`src/rtl/dr_and_pkg.sv`:
```
package dr_and_pkg;
  // Flags produced by the completion detector for the top level.
  typedef struct packed {
    logic wordDone;
    logic wordNull;
    logic pairError;
  } drFlags_t;
endpackage

```
`src/rtl/drCelem.sv`:
```
// One C-element modelled as a clocked state bit.
module drCelem (
  input  logic clk,
  input  logic rstN,
  input  logic inA,
  input  logic inB,
  output logic q
);
  always_ff @(posedge clk) begin
    if (!rstN)             q <= 1'b0;
    else if (inA && inB)   q <= 1'b1;
    else if (!inA && !inB) q <= 1'b0;
  end

  // both inputs high sets the term
  a_r2_celem_rise: assert property (@(posedge clk) disable iff (!rstN)
    (inA && inB) |=> q);
  // both inputs low clears the term
  a_r4_celem_fall: assert property (@(posedge clk) disable iff (!rstN)
    (!inA && !inB) |=> !q);
  // disagreeing inputs keep the term where it was
  a_r3_celem_hold: assert property (@(posedge clk) disable iff (!rstN)
    (inA != inB) |=> $stable(q));
endmodule

```
`src/rtl/drAndPath.sv`:
```
// Datapath: four decode C-elements per bit, merged onto the result wire pair.
module drAndPath #(
  parameter int WIDTH = 32
) (
  input  logic             clk,
  input  logic             rstN,
  input  logic [WIDTH-1:0] aOne,
  input  logic [WIDTH-1:0] aZero,
  input  logic [WIDTH-1:0] bOne,
  input  logic [WIDTH-1:0] bZero,
  output logic [WIDTH-1:0] yOne,
  output logic [WIDTH-1:0] yZero
);
  for (genvar i = 0; i < WIDTH; i++) begin : g_bit
    logic t11, t10, t01, t00;

    drCelem u_t11 (.clk(clk), .rstN(rstN), .inA(aOne[i]),  .inB(bOne[i]),  .q(t11));
    drCelem u_t10 (.clk(clk), .rstN(rstN), .inA(aOne[i]),  .inB(bZero[i]), .q(t10));
    drCelem u_t01 (.clk(clk), .rstN(rstN), .inA(aZero[i]), .inB(bOne[i]),  .q(t01));
    drCelem u_t00 (.clk(clk), .rstN(rstN), .inA(aZero[i]), .inB(bZero[i]), .q(t00));

    assign yOne[i]  = t11;
    assign yZero[i] = t10 | t01 | t00;

    // a result pair only falls to spacer after both operands were spacer
    a_r4_spacer_after_both: assert property (@(posedge clk) disable iff (!rstN)
      ($past(yOne[i] | yZero[i]) && !(yOne[i] | yZero[i]))
        |-> $past(!aOne[i] && !aZero[i] && !bOne[i] && !bZero[i]));
    // two ones on the inputs give a one on the result
    a_r2_and_one: assert property (@(posedge clk) disable iff (!rstN)
      $past(aOne[i] && bOne[i]) |-> yOne[i]);
    // a spacer operand keeps a spacer result at spacer
    a_r3_no_early_output: assert property (@(posedge clk) disable iff (!rstN)
      $past(!(yOne[i] | yZero[i]) && !aOne[i] && !aZero[i]) |-> !(yOne[i] | yZero[i]));
  end
endmodule

```
`src/rtl/drDetect.sv`:
```
// Control side: completion, spacer and illegal-code detection.
module drDetect
  import dr_and_pkg::*;
#(
  parameter int WIDTH = 32
) (
  input  logic             clk,
  input  logic             rstN,
  input  logic [WIDTH-1:0] aOne,
  input  logic [WIDTH-1:0] aZero,
  input  logic [WIDTH-1:0] bOne,
  input  logic [WIDTH-1:0] bZero,
  input  logic [WIDTH-1:0] yOne,
  input  logic [WIDTH-1:0] yZero,
  output drFlags_t         flags
);
  logic [WIDTH-1:0] illegalBits;

  always_comb begin
    illegalBits     = (aOne & aZero) | (bOne & bZero) | (yOne & yZero);
    flags.wordDone  = &(yOne ^ yZero);
    flags.wordNull  = ~|(yOne | yZero);
    flags.pairError = |illegalBits;
  end

  // a word cannot be both complete and empty
  a_r5_done_null_excl: assert property (@(posedge clk) disable iff (!rstN)
    !(flags.wordDone && flags.wordNull));
  // after a cycle with both operands fully spacer, the result word is null
  a_r6_null_follows: assert property (@(posedge clk) disable iff (!rstN)
    $past(~|(aOne | aZero | bOne | bZero)) |-> flags.wordNull);
endmodule

```
`src/rtl/drAndWord.sv`:
```
// Thin top: dual-rail AND datapath plus completion detector.
module drAndWord
  import dr_and_pkg::*;
#(
  parameter int WIDTH = 32
) (
  input  logic             clk,
  input  logic             rstN,
  input  logic [WIDTH-1:0] aOne,
  input  logic [WIDTH-1:0] aZero,
  input  logic [WIDTH-1:0] bOne,
  input  logic [WIDTH-1:0] bZero,
  output logic [WIDTH-1:0] yOne,
  output logic [WIDTH-1:0] yZero,
  output logic             wordDone,
  output logic             wordNull,
  output logic             pairError
);
  drFlags_t flags;

  drAndPath #(.WIDTH(WIDTH)) u_path (
    .clk(clk), .rstN(rstN),
    .aOne(aOne), .aZero(aZero), .bOne(bOne), .bZero(bZero),
    .yOne(yOne), .yZero(yZero)
  );

  drDetect #(.WIDTH(WIDTH)) u_detect (
    .clk(clk), .rstN(rstN),
    .aOne(aOne), .aZero(aZero), .bOne(bOne), .bZero(bZero),
    .yOne(yOne), .yZero(yZero),
    .flags(flags)
  );

  assign wordDone  = flags.wordDone;
  assign wordNull  = flags.wordNull;
  assign pairError = flags.pairError;
endmodule

```
`config.mk`:
```
export PLATFORM = sky130hd
export DESIGN_NAME = drAndWord
export DESIGN_NICKNAME = d
export VERILOG_FILES = /design/src/rtl/dr_and_pkg.sv /design/src/rtl/drCelem.sv /design/src/rtl/drAndPath.sv /design/src/rtl/drDetect.sv /design/src/rtl/drAndWord.sv
export SDC_FILE = /design/constraint.sdc
export NUM_CORES = 1
export LEC_CHECK = 0
export ABC_AREA = 1
export BUFFER_PORTS_ARGS = -buffer_cell sky130_fd_sc_hd__clkbuf_2
export CORE_MARGIN = 3
export CORE_UTILIZATION = 60
export DETAILED_ROUTE_END_ITERATION = 12
export PLACE_DENSITY = 0.87
export SETUP_SLACK_MARGIN = 0.05
export SYNTH_ARGS = -nofsm -noshare
export SYNTH_HDL_FRONTEND = slang
export SYNTH_HIERARCHICAL = 1
export SYNTH_SLANG_ARGS = --single-unit
```
`constraint.sdc`:
```
create_clock -name clk -period 2.96 [get_ports clk]
set_clock_uncertainty 0.05 [all_clocks]
set_input_delay 0.444 -clock clk [delete_from_list [all_inputs] [get_ports clk]]
set_output_delay 0.444 -clock clk [all_outputs]
set_load 0.03 [all_outputs]
```
==> results.json <==
{
  "detailedRoute.firstPassIterationCount": 6,
  "seq_area_frac_synth": 0.278,
  "multi_input_area_um2": 5580,
  "synth_compound_area_frac": 0,
  "cts_hold_buf": 0,
  "register_area_um2": 2560,
  "drive_above_1_share": 0.236,
  "post_drt_wl_per_cell_um": 13.2,
  "finalCritPeriodShare": 0.843,
  "synthTopCellsByArea": "dfxtp_1, ha_1, nand2_1",
  "synth_nets": 1639,
  "vias_per_cell": 4.88,
  "timing.setup.tns_ps": 0,
  "synth_cell_types": 9,
  "tritoncts": "done",
  "io_buffers": 196,
  "cts_resized": 0,
  "yosysTopAreaCellShare": 0.278,
  "cts_setup_buffers": 0,
  "path_max_fanout": 3,
  "dieArea_um2": 16900,
  "grt_setup_unrepaired": "false",
  "dp_hpwl_mm": 17.7,
  "syn_area_um2": 9220,
  "synth_fa_ha_area_frac": 0.261,
  "drtAntennaViolNets": 0,
  "cts.htree.levels": 4,
  "cts_buffers": 17,
  "num_antenna_cells": 0,
  "start_kind": "register",
  "grtUsageTotal": 0.268,
  "numClockSinks": 128,
  "synth_top_family_by_area": "simple AND/OR/NAND/NOR gates",
  "die_h_um": 130,
  "overflow": 0,
  "cts_root_buffer": "clkbuf_16",
  "synth.area.mux_share": 0,
  "slew_violations": 0,
  "fin_util": 0.729,
  "first_global_vias": 7996,
  "clk_latency_ps": 410,
  "core_um2": 14800,
  "yosysWarningCount": 6,
  "maxSlewHeadroom": 0.754,
  "period_minus_slack_ps": 2490,
  "crit_required_ps": 2470,
  "avgSynthCellArea_um2": 7.00,
  "io-pin-count": 197,
  "nets": 1824,
  "synth-edff-count": 0,
  "clk_pin_slew_ps": 60,
  "gp_congestion": 0.839,
  "yosysMostFrequentCell": "nand2_1",
  "rows": 44,
  "initialDrtViolationCount": 433,
  "fmax_mhz": 401,
  "leakage_nw": 6.05,
  "status": "complete, no violations",
  "finalNonFillerCells": 1699,
  "pwr_density_cell_nw_per_um2": 534,
  "critPathKind": "reg2out",
  "synthTopCellsByCount": "nand2_1, inv_1, nor2_1, ha_1",
  "fillers": 1145,
  "yosys.area_share.simple": 0.344,
  "max_cap_viol_count": 0,
  "place_inst": 1667,
  "grt_max_degree": 74,
  "postSynthCellCount": 1317,
  "initial_utilization": 0.623,
  "async_reset_ff_frac": 0,
  "worst_setup_path_end_kind": "output pin",
  "grt_pass1_wl_mm": 35.8,
  "synth_top_area_cell": "dfxtp_1",
  "hold_violations": 0,
  "routed_wl_mm": 22.4,
  "synth_xor_area_frac": 0,
  "synthFlopType": "dfxtp_1",
  "arrival_ps": 2000,
  "ys_ff_latch": 128,
  "die_w_um": 130,
  "syn_to_final_growth_pct": 17.1,
  "setup_viol_count_final": 0,
  "irDropWorstVdd_mv": 0.465,
  "clockBufferDepth": 2,
  "drc": 0,
  "vias": 8297,
  "tightest_slew_ps": 369,
  "antenna_found_initial": 0,
  "min_path_type": "in2reg"
}
logic make-up after synthesis:
logic type / Yosys count
adders and majority gates: 192
DFF: 128
and+or+nand+nor: 741
buffers and inverters: 256
registers in the layout, indices dropped and copies added (netlist names):
register / count
u_path/g_bit.u_t00/q: 32
u_path/g_bit.u_t01/q: 32
u_path/g_bit.u_t10/q: 32
u_path/g_bit.u_t11/q: 32
metrics by stage:
step / instance area (um^2) / hold WS [ps] / setup WS (ps) / total power, mW
floorplan: 9220 / 449 / 874 / 3.20
global placement: 10200 / 455 / 903 / 3.65
detailed placement: 10200 / 459 / 903 / 3.72
CTS: 10800 / 350 / 416 / 5.78
global route: 10800 / 385 / 345 / 6.11
finish: 10800 / 374 / 466 / 5.76
critical path, cell delays in order, from the launching register on:
cell and delay (ps):
dfxtp_1 340, inv_1 60, nand2_1 130, inv_1 80
ha_1 300, nand4_1 110, nor2_1 150, nand2_1 90
nor2_1 90, clkbuf_2 220
final cells by class:
cell class | instances | area share
multi-input cells | 933 | 0.517
flip-flops and latches | 128 | 0.237
repair buffers | 198 | 0.0936
inverters | 224 | 0.0779
clock buffers | 21 | 0.0427
well taps | 184 | 0.0213
clock inverters | 11 | 0.0105
power by group:
part | switching, mW | internal, mW | leakage, nW
Clock | 0.774 | 1.27 | 0.282
Sequential | 0.119 | 1.89 | 1.06
Combinational | 1.11 | 0.593 | 4.71
metal layers:
layer	wire length [um]	up-vias	GRT usage
met5	0	-	0
met4	604	0	0.0960
met3	1770	46	0.0798
met2	10700	253	0.469
met1	9280	3671	0.311
li1	-	4327	-
path summary, 6_finish.rpt:
check	endpoint	start	slack [ps]	cells past startpoint
min	u_path/g_bit[25].u_t11/q	bOne[25]	370	4
min reg2reg	u_path/g_bit[17].u_t00/q	u_path/g_bit[17].u_t00/q	460	4
max reg2reg	u_path/g_bit[1].u_t11/q	u_path/g_bit[1].u_t11/q	2110	4
max	wordDone	u_path/g_bit[5].u_t00/q	470	9
cell usage in the layout, fill, tap and decap left out, drive strengths merged:
master      n
ha        192
clkinv      7
clkinvlp    2
clkbuf    216
nor2      332
nand2     381
nand4      28
dfxtp     128
buf         3
bufinv      2
inv       224
(Power assumes the default switching activity.)
